<file path="src/rtl/irq_pkg.sv">
package irq_pkg;
    localparam int SUM_W  = 32;
    localparam int DATA_W = 32;
    localparam int LVL_W  = 5;
    localparam int SW_LO  = 4;
    localparam int SW_HI  = 19;
    localparam int EXT_LO = 20;
    localparam int EXT_HI = 30;

    typedef enum logic [1:0] {
        ST_ARMED    = 2'd0,
        ST_FIRE     = 2'd1,
        ST_DISARMED = 2'd2
    } arm_state_e;
endpackage

</file>
<file path="src/rtl/irq_prio_scan.sv">
module irq_prio_scan #(
    parameter int W     = 32,
    parameter int LO    = 4,
    parameter int HI    = 19,
    parameter int OFS   = 3,
    parameter int LVL_W = 5
) (
    input  logic [W-1:0]     req_i,
    output logic [LVL_W-1:0] lvl_o,
    output logic [W-1:0]     hit_o
);
    function automatic logic [W-1:0] window_mask();
        logic [W-1:0] m;
        for (int i = 0; i < W; i++) begin
            m[i] = (i >= LO) && (i < HI);
        end
        return m;
    endfunction

    localparam logic [W-1:0] WIN = window_mask();

    // ascending scan: the last (highest) active bit wins
    always_comb begin
        lvl_o = '0;
        for (int i = LO; i < HI; i++) begin
            if (req_i[i]) begin
                lvl_o = LVL_W'(i - OFS);
            end
        end
    end

    assign hit_o = req_i & WIN;
endmodule

</file>
<file path="src/rtl/irq_level_pick.sv">
module irq_level_pick #(
    parameter int SUM_W    = 32,
    parameter int LVL_W    = 5,
    parameter bit EXT_WINS = 1'b1
) (
    input  logic [LVL_W-1:0] sw_lvl_i,
    input  logic [LVL_W-1:0] ext_lvl_i,
    input  logic [SUM_W-1:0] sw_hit_i,
    input  logic [SUM_W-1:0] ext_hit_i,
    input  logic [LVL_W-1:0] ipl_i,
    output logic [LVL_W-1:0] lvl_o,
    output logic [SUM_W-1:0] sum_o,
    output logic             above_o
);
    generate
        if (EXT_WINS) begin : g_ext_first
            assign lvl_o = (ext_lvl_i != '0) ? ext_lvl_i : sw_lvl_i;
        end else begin : g_sw_first
            assign lvl_o = (sw_lvl_i != '0) ? sw_lvl_i : ext_lvl_i;
        end
    endgenerate

    assign sum_o   = sw_hit_i | ext_hit_i;
    assign above_o = (lvl_o != '0) && (lvl_o > ipl_i);
endmodule

</file>
<file path="src/rtl/irq_arm_fsm.sv">
module irq_arm_fsm
    import irq_pkg::*;
(
    input  logic clk,
    input  logic rst_n,
    input  logic chk_i,
    input  logic rfe_i,
    input  logic above_i,
    output logic capture_o,
    output logic trap_o
);
    arm_state_e state_q, state_d;

    always_ff @(posedge clk) begin
        if (!rst_n) begin
            state_q <= ST_ARMED;
        end else begin
            state_q <= state_d;
        end
    end

    always_comb begin
        state_d = state_q;
        unique case (state_q)
            ST_ARMED: begin
                if (chk_i) begin
                    state_d = above_i ? ST_FIRE : ST_DISARMED;
                end
            end
            ST_FIRE: begin
                state_d = rfe_i ? ST_ARMED : ST_DISARMED;
            end
            ST_DISARMED: begin
                if (rfe_i) begin
                    state_d = ST_ARMED;
                end
            end
            default: state_d = ST_DISARMED;
        endcase
    end

    always_comb begin
        capture_o = (state_q == ST_ARMED) && chk_i && above_i;
        trap_o    = (state_q == ST_FIRE);
    end

    // trap lasts a single cycle
    a_r8_single_pulse: assert property (@(posedge clk) disable iff (!rst_n)
        trap_o |=> !trap_o);

    // trap only after an armed check
    a_r9_needs_arm: assert property (@(posedge clk) disable iff (!rst_n)
        trap_o |-> $past(state_q == ST_ARMED && chk_i));

    // an armed check always disarms
    a_r9_check_disarms: assert property (@(posedge clk) disable iff (!rst_n)
        (state_q == ST_ARMED && chk_i) |=> (state_q != ST_ARMED));
endmodule

</file>
<file path="src/rtl/irq_level_resolver.sv">
module irq_level_resolver
    import irq_pkg::*;
#(
    parameter int P_SUM_W  = SUM_W,
    parameter int P_DATA_W = DATA_W,
    parameter int P_LVL_W  = LVL_W,
    parameter int P_SW_LO  = SW_LO,
    parameter int P_SW_HI  = SW_HI,
    parameter int P_EXT_LO = EXT_LO,
    parameter int P_EXT_HI = EXT_HI
) (
    input  logic                clk,
    input  logic                rst_n,
    input  logic                sw_wr_i,
    input  logic [P_DATA_W-1:0] sw_wdata_i,
    input  logic                lvl_wr_i,
    input  logic [P_DATA_W-1:0] lvl_wdata_i,
    input  logic [P_SUM_W-1:0]  ext_req_i,
    input  logic                chk_i,
    input  logic                rfe_i,
    output logic                trap_o,
    output logic [P_SUM_W-1:0]  isr_o,
    output logic [P_LVL_W-1:0]  intid_o
);
    localparam int SW_OFS = P_SW_LO - 1;

    function automatic logic [P_SUM_W-1:0] sw_field();
        logic [P_SUM_W-1:0] m;
        for (int i = 0; i < P_SUM_W; i++) begin
            m[i] = (i >= P_SW_LO) && (i < P_SW_HI);
        end
        return m;
    endfunction

    localparam logic [P_SUM_W-1:0] SW_MASK = sw_field();

    logic [P_SUM_W-1:0] sirr_q;
    logic [P_LVL_W-1:0] ipl_q;
    logic [P_SUM_W-1:0] isr_q;
    logic [P_LVL_W-1:0] intid_q;

    logic [P_LVL_W-1:0] sw_lvl, ext_lvl, res_lvl;
    logic [P_SUM_W-1:0] sw_hit, ext_hit, sum;
    logic               above, capture;
    logic               unused_lvl_hi;

    assign unused_lvl_hi = ^lvl_wdata_i[P_DATA_W-1:P_LVL_W];

    always_ff @(posedge clk) begin
        if (!rst_n) begin
            sirr_q <= '0;
            ipl_q  <= '0;
        end else begin
            if (sw_wr_i) begin
                sirr_q <= P_SUM_W'(sw_wdata_i) & SW_MASK;
            end
            if (lvl_wr_i) begin
                ipl_q <= lvl_wdata_i[P_LVL_W-1:0];
            end
        end
    end

    irq_prio_scan #(
        .W(P_SUM_W), .LO(P_SW_LO), .HI(P_SW_HI), .OFS(SW_OFS), .LVL_W(P_LVL_W)
    ) u_sw_scan (
        .req_i(sirr_q),
        .lvl_o(sw_lvl),
        .hit_o(sw_hit)
    );

    irq_prio_scan #(
        .W(P_SUM_W), .LO(P_EXT_LO), .HI(P_EXT_HI), .OFS(0), .LVL_W(P_LVL_W)
    ) u_ext_scan (
        .req_i(ext_req_i),
        .lvl_o(ext_lvl),
        .hit_o(ext_hit)
    );

    irq_level_pick #(
        .SUM_W(P_SUM_W), .LVL_W(P_LVL_W), .EXT_WINS(1'b1)
    ) u_pick (
        .sw_lvl_i (sw_lvl),
        .ext_lvl_i(ext_lvl),
        .sw_hit_i (sw_hit),
        .ext_hit_i(ext_hit),
        .ipl_i    (ipl_q),
        .lvl_o    (res_lvl),
        .sum_o    (sum),
        .above_o  (above)
    );

    irq_arm_fsm u_fsm (
        .clk      (clk),
        .rst_n    (rst_n),
        .chk_i    (chk_i),
        .rfe_i    (rfe_i),
        .above_i  (above),
        .capture_o(capture),
        .trap_o   (trap_o)
    );

    always_ff @(posedge clk) begin
        if (!rst_n) begin
            isr_q   <= '0;
            intid_q <= '0;
        end else if (capture) begin
            isr_q   <= sum;
            intid_q <= res_lvl;
        end
    end

    assign isr_o   = isr_q;
    assign intid_o = intid_q;

    // a taken level lies strictly above the threshold seen at the check
    a_r5_strictly_above: assert property (@(posedge clk) disable iff (!rst_n)
        trap_o |-> (intid_o > $past(ipl_q)));

    // a taken level is never zero
    a_r5_nonzero_level: assert property (@(posedge clk) disable iff (!rst_n)
        trap_o |-> (intid_o != '0));

    // status holds whenever no trap is issued
    a_r7_status_hold: assert property (@(posedge clk) disable iff (!rst_n)
        !trap_o |-> ($stable(isr_o) && $stable(intid_o)));

    // an active external level always wins
    a_r3_ext_override: assert property (@(posedge clk) disable iff (!rst_n)
        (ext_lvl != '0) |-> (res_lvl == ext_lvl));
endmodule

</file>
<file path="config.mk">
export PLATFORM = sky130hd
export DESIGN_NAME = irq_level_resolver
export DESIGN_NICKNAME = d
export VERILOG_FILES = /design/src/rtl/irq_pkg.sv /design/src/rtl/irq_prio_scan.sv /design/src/rtl/irq_level_pick.sv /design/src/rtl/irq_arm_fsm.sv /design/src/rtl/irq_level_resolver.sv
export SDC_FILE = /design/constraint.sdc
export NUM_CORES = 1
export LEC_CHECK = 0
export ABC_AREA = 1
export BUFFER_PORTS_ARGS = -buffer_cell sky130_fd_sc_hd__buf_2
export CAP_MARGIN = 20
export CORE_MARGIN = 2
export CORE_UTILIZATION = 43
export CTS_CLUSTER_DIAMETER = 50
export DETAILED_ROUTE_END_ITERATION = 16
export GPL_TIMING_DRIVEN = 0
export PLACE_DENSITY = 0.75
export REMOVE_ABC_BUFFERS = 1
export SETUP_SLACK_MARGIN = 0.02
export SYNTH_ARGS = -nofsm -noshare
export SYNTH_HDL_FRONTEND = slang
export SYNTH_SLANG_ARGS = --single-unit
</file>
<file path="constraint.sdc">
create_clock -name clk -period 3.2 [get_ports clk]
set_input_delay 0.48 -clock clk [delete_from_list [all_inputs] [get_ports clk]]
set_output_delay 0.48 -clock clk [all_outputs]
set_load 0.01 [all_outputs]
</file>
==> results.json, run 1 <==
{
  "yosys.area_share.simple": 0.231,
  "die_area_sq_mm": 0.00616,
  "antenna_found_initial": 0,
  "synthMuxAreaShare": 0,
  "dpl.hpwl_mm": 3.58,
  "fin_skew_ns": 0.00691,
  "total_power_w": 0.00146,
  "met2_usage": 0.301,
  "wl_per_cell_um": 12.6,
  "post-route-period-util": 0.891,
  "synth.area.top_cells": "dfxtp_1 44%, a21oi_1 10%, nand2_1 9.1%",
  "cts_sinks": 52,
  "final-hold-violation-count": 0,
  "cts_tree": "yes",
  "ys.flop_type": "dfxtp_1",
  "use_met1": 0.233,
  "routed_wl_mm": 5.71,
  "status": "finished clean",
  "fin_ws_ns": 0.349,
  "rows": 27,
  "post_synth.cell_area_avg_sq_um": 7.45,
  "async_flop_share": 0,
  "grt_pass1_vias": 1960,
  "track_usage": 0.181,
  "fmaxAchievable_ghz": 0.351,
  "yosysWarnings": 0,
  "worst-endpoint-required_ns": 3.44,
  "power.density_mw_per_mm2": 502,
  "slowest_stage": "dfxtp_1",
  "die_h_um": 78.5,
  "startpoint_type": "register",
  "p_leak_nw": 1.34,
  "clockRootBuffer": "clkbuf_8",
  "ant_nets": 0,
  "arrival_ns": 3.09,
  "cpMostUsedCell": "nand2_1",
  "place_congestion": 0.763,
  "vdd_ir_drop_max_mv": 0.244,
  "maxCapViolCount": 0,
  "hp-class": "in2reg",
  "synth_xor_area_frac": 0,
  "drc": 0,
  "crit_buf_inv": 3,
  "h-tree-depth": 2,
  "synthDistinctLibCells": 30,
  "crit_family": "simple AND/OR/NAND/NOR gates",
  "slew_headroom": 0.525,
  "gr-usage-met3": 0.0368,
  "grt_pass1_wl_mm": 8.94,
  "critPathMaxFanout": 15,
  "min_period_ns": 2.85,
  "fill_cells": 558,
  "synth_seq_cells": 52,
  "min-delay-start": "sw_wdata_i[4]",
  "synth_top_family_by_area": "simple AND/OR/NAND/NOR gates",
  "finalSetupViolations": 0,
  "top_usage_layer": "met2",
  "port_buffers": 66,
  "hold_buffers": 0,
  "viasPerCell": 4.92,
  "grt_max_degree": 33,
  "end_kind": "register",
  "grt_overflow": 0,
  "diodes": 0,
  "cts-buffers-inserted": 5,
  "multiInputGateArea_sq_mm": 0.00114,
  "clk_path_buf_depth": 2,
  "cts.clk_slew.worst_paths_ns": 0.10,
  "yosysTopAreaCell": "dfxtp_1",
  "startpoint": "sirr_q[5]",
  "critical-path-max-stage-delay_ns": 0.34,
  "drive_gt1_frac": 0.254,
  "dr_total_vias": 2234,
  "coreArea_sq_mm": 0.00544,
  "start_util": 0.438,
  "postSynthCellCount": 320,
  "syn-cell-area_sq_mm": 0.00238,
  "regArea_sq_mm": 0.00104,
  "clock_latency_ns": 0.31,
  "synth_compound_area_frac": 0.189,
  "synth_top_area_share": 0.437,
  "slew_violations": 0,
  "worst_slew_pin_slew_ns": 0.711,
  "syn_to_final_growth_pct": 22.1,
  "nNetsFinal": 488,
  "reg2reg_from": "sirr_q[5]",
  "fp.dieW_um": 78.5,
  "drtIter0Drc": 90,
  "synth_enable_flop_cells": 0,
  "io_pins": 140,
  "crit_type": "reg2reg",
  "ys_seq_area_frac": 0.437,
  "synthAdderAreaFrac": 0.0262,
  "drtPass1Iterations": 4,
  "place_ws_ns": -0.213
}
## logic make-up after synthesis
kind of cell               after synthesis
and+or+nand+nor                        122
AOI/OAI and AO/OA                       83
buffers and inverters                   57
DFF                                     52
adders and majority gates                5
other                                    1
## worst reg2reg max path, cell delays in order (launching register included)
cell and delay [ns]:
dfxtp_1 0.34, inv_1 0.07, nand2_1 0.06, nand2_1 0.05, nand2_1 0.04, nand2_1 0.05
nand2_1 0.05, nand2_1 0.06, nand2_1 0.05, nand2_1 0.06, nand2_1 0.05, nand2_1 0.05
nand2_1 0.04, nand2_1 0.05, nand2_1 0.05, nand2_1 0.07, nand2_1 0.08, nand2_1 0.08
inv_1 0.05, ha_1 0.17, nor3_1 0.26, a2bb2oi_2 0.28, nand2_2 0.17, nor2_4 0.15
buf_12 0.15, nand3_1 0.07, a21oi_1 0.17
## layout make-up
type                    instances  area share
clock buffers                   5      0.0236
clock inverters                 3      0.0146
inverters                      33      0.0430
multi-input cells             219       0.391
flip-flops and latches         52       0.358
well taps                      72      0.0309
repair buffers                 70       0.139
## path summary, 6_finish.rpt
kind | end | slack (ns) | cells after the start
worst min register to register | isr_o[15] | 0.46 | 2
worst max register to register | isr_o[11] | 0.35 | 26
worst max-delay path | isr_o[11] | 0.35 | 26
worst min-delay path | sirr_q[4] | 0.38 | 3
## state kept, by name, indices dropped and copies added, names as in the netlist
name,count
sirr_q,15
u_fsm.state_q,2
isr_o,25
ipl_q,5
intid_o,5
## timing repair
item                                    4_1_cts  5_1_grt
resized for setup                             1        3
buffers inserted                              0        3
endpoints found under the setup margin       30       30
gates cloned                                  0        2
pin swaps                                     0        4
## metal layers
| metal | vias to the layer above | share of wire |
|---|---|---|
| met5 | - | 0 |
| met4 | 0 | 0.023 |
| met3 | 14 | 0.058 |
| met2 | 66 | 0.47 |
| met1 | 990 | 0.45 |
| li1 | 1164 | - |
## cell usage after synthesis (3+ instances only)
library cell and n:
nand2_1 58, dfxtp_1 52, a21oi_1 48, nand3_1 35
inv_1 32, o21ai_0 24, nor2_1 17, buf_4 10
clkbuf_1 8, a21oi_2 5, ha_1 5, buf_1 3
buf_6 3
## through the flow
stage	hold slack (ns)	utilization	cells	instance area (sq um)	TNS (ns)
after floorplan	0.439	-	302	2260	0
after global placement	0.449	0.492	440	2680	-2.36
after detailed placement	0.452	0.492	440	2680	-4.86
after CTS	0.376	0.514	448	2800	0
after global routing	0.404	0.535	454	2910	-0.204
final	0.383	0.535	454	2910	0
## layout by cell type (no fill, tap or decap), types with 2 or more instances in the layout
cell and instances:
clkbuf_8 5, nor2_4 2, dfxtp_1 52, nor3_1 2, inv_1 32, ha_1 5
conb_1 7, nor2_1 17, nand2_2 2, clkinv_2 2, buf_12 2, buf_2 66
o21ai_0 24, nand3_1 35, nand3_2 2, a21oi_2 5, nand2_1 58, nand4_4 2
a21oi_1 48
## where the power goes
group | switching [W] | total, W | internal, W
registers | 0.0000224 | 0.000713 | 0.000690
logic | 0.000177 | 0.000293 | 0.000115
clock network | 0.000224 | 0.000455 | 0.000232
total | 0.000424 | 0.00146 | 0.00104
Power figures use the tool's default switching activity.
==> run 2, diff against run 1 <==
--- a/config.mk
+++ b/config.mk
@@ -9,11 +9,11 @@
 export BUFFER_PORTS_ARGS = -buffer_cell sky130_fd_sc_hd__buf_2
 export CAP_MARGIN = 20
 export CORE_MARGIN = 2
-export CORE_UTILIZATION = 43
+export CORE_UTILIZATION = 39
 export CTS_CLUSTER_DIAMETER = 50
 export DETAILED_ROUTE_END_ITERATION = 16
 export GPL_TIMING_DRIVEN = 0
-export PLACE_DENSITY = 0.75
+export PLACE_DENSITY = 0.72
 export REMOVE_ABC_BUFFERS = 1
 export SETUP_SLACK_MARGIN = 0.02
 export SYNTH_ARGS = -nofsm -noshare
==> constraint.sdc (replaced) <==
create_clock -name clk -period 2.5 [get_ports clk]
set_input_delay 0.375 -clock clk [delete_from_list [all_inputs] [get_ports clk]]
set_output_delay 0.375 -clock clk [all_outputs]
set_load 0.01 [all_outputs]
==> results.json, run 2 (synthesized netlist as in run 1, its figures left out) <==
{
  "worst-endpoint-required_ns": 2.75,
  "routed_wl_mm": 6.51,
  "final-hold-violation-count": 0,
  "crit_buf_inv": 2,
  "rows": 28,
  "min_period_ns": 2.67,
  "fmaxAchievable_ghz": 0.375,
  "place_congestion": 0.826,
  "cts.clk_slew.worst_paths_ns": 0.10,
  "syn_to_final_growth_pct": 34.9,
  "h-tree-depth": 2,
  "finalSetupViolations": 31,
  "clk_path_buf_depth": 2,
  "post-route-util": 0.543,
  "layout_common_cells": "66 x buf_2, 53 x nand2_1, 47 x dfxtp_1, 42 x a21oi_1, 29 x inv_1",
  "combPwrFrac": 0.227,
  "hold-worst-slack_ns": 0.285,
  "die_h_um": 82.2,
  "startpoint_type": "register",
  "hp-class": "in2reg",
  "end_kind": "register",
  "crit_family": "compound AO/OA/AOI/OAI gates",
  "clockRootBuffer": "clkbuf_8",
  "p_leak_nw": 1.44,
  "worstHoldPathCells": 3,
  "slowest_stage": "dfxtp_2",
  "critPathMaxFanout": 4,
  "total_power_w": 0.00201,
  "clock_latency_ns": 0.31,
  "grt_pass1_wl_mm": 9.84,
  "final_common_cell": "buf_2",
  "maxCapViolCount": 0,
  "drc": 0,
  "start_util": 0.403,
  "power.net_switching_w": 0.000583,
  "violations": "setup timing",
  "vdd_ir_drop_max_mv": 0.352,
  "p_seq_frac": 0.456,
  "nNetsFinal": 506,
  "drtPass1Iterations": 4,
  "dpl.hpwl_mm": 3.75,
  "die_area_sq_mm": 0.00676,
  "worst_slew_pin_slew_ns": 0.785,
  "slew_violations": 0,
  "grt_pass1_vias": 2175,
  "largest_reg_flops": 25,
  "port_buffers": 66,
  "cts-buffers-inserted": 5,
  "dp.cells": 443,
  "internal_power_w": 0.00143,
  "grt_overflow": 0,
  "status": "complete, but fails checks",
  "path_depth": 14,
  "antenna_found_initial": 0,
  "critical-path-max-stage-delay_ns": 0.35,
  "viasPerCell": 5.07,
  "slew_headroom": 0.476,
  "fin_setup_tns_ns": -3.60,
  "power.density_mw_per_mm2": 625,
  "wl_per_cell_um": 13.7,
  "finalNonFillerCells": 475,
  "hold_buffers": 0,
  "fill_cells": 596,
  "crit_type": "reg2reg",
  "grt_max_degree": 35,
  "drive_gt1_frac": 0.373,
  "worst-r2r-cell-count": 14,
  "drtIter0Drc": 88,
  "io_pins": 140,
  "p_sw_frac": 0.290,
  "rsz0062_at_grt": "yes",
  "cts_sinks": 52,
  "arrival_ns": 2.91,
  "cpMostUsedCell": "buf_4",
  "fp.dieW_um": 82.2,
  "ant_nets": 0,
  "diodes": 0,
  "fin_skew_ns": 0.00672,
  "coreArea_sq_mm": 0.00592,
  "fin_ws_ns": -0.167,
  "dr_total_vias": 2406,
  "crit_chain": "nor2_2 -> buf_4 -> a31oi_1 -> nor2_1 -> a21boi_2 -> ha_4 -> a21oi_1 -> o21ai_0 -> a2bb2oi_2 -> nand2_2 -> nor2_4 -> buf_4 -> nand3_1 -> a21oi_2",
  "cts_tree": "yes",
  "post-route-period-util": 1.07,
  "track_usage": 0.191,
  "clock_power_share": 0.317
}
==> run 2: per-stage QoR <==
step           instance area (sq um)  setup WS [ns]
2_1_floorplan                   2260         -0.123
4_1_cts                         3080        -0.0652
6_report                        3220         -0.167
5_1_grt                         3220         -0.349
3_3_place_gp                    2680         -0.689
3_5_place_dp                    2680         -0.792
==> run 2: final timing paths <==
check	from	end	slack [ns]
worst max-delay path	sirr_q[7]	isr_o[27]	-0.17
worst min-delay path	sw_wdata_i[4]	sirr_q[4]	0.29
worst max register to register	sirr_q[7]	isr_o[27]	-0.17
worst min register to register	isr_o[16]	isr_o[16]	0.46
==> run 2: final cells by class <==
class	count	area, sq um	area share
Multi-Input combinational cell	220	1300	0.404
Sequential cell	52	1050	0.326
Timing Repair Buffer	87	526	0.163
Inverter	33	125	0.0389
Clock buffer	7	96.3	0.0299
Tap cell	75	93.8	0.0292
Clock inverter	1	30.0	0.00933
==> run 2: metal layers <==
layer | wire [um] | share of wire | vias up | global-route usage
li1 | - | - | 1202 | -
met1 | 2780 | 0.43 | 1110 | 0.240
met2 | 3160 | 0.49 | 82 | 0.326
met3 | 459 | 0.071 | 12 | 0.0424
met4 | 112 | 0.017 | 0 | 0.0583
met5 | 0 | 0 | - | 0
==> run 2: worst min-delay path, stage by stage <==
cell and delay, ns:
buf_2 0.08, nor2_1 0.04, nor2_1 0.08
==> run 2: power by group through the flow <==
stage	Clock (W)	Sequential, W	Combinational [W]
floorplan	0	0.000943	0.000184
global placement	0	0.000930	0.000314
detailed placement	0	0.000932	0.000321
CTS	0.000650	0.000915	0.000415
global route	0.000682	0.000923	0.000507
finish	0.000638	0.000916	0.000456
==> run 2: timing repair <==
item,4_1_cts,5_1_grt
buffers inserted,17,2
resized for setup,29,23
pin swaps,12,7
gates cloned,3,1
endpoints found under the setup margin,32,32
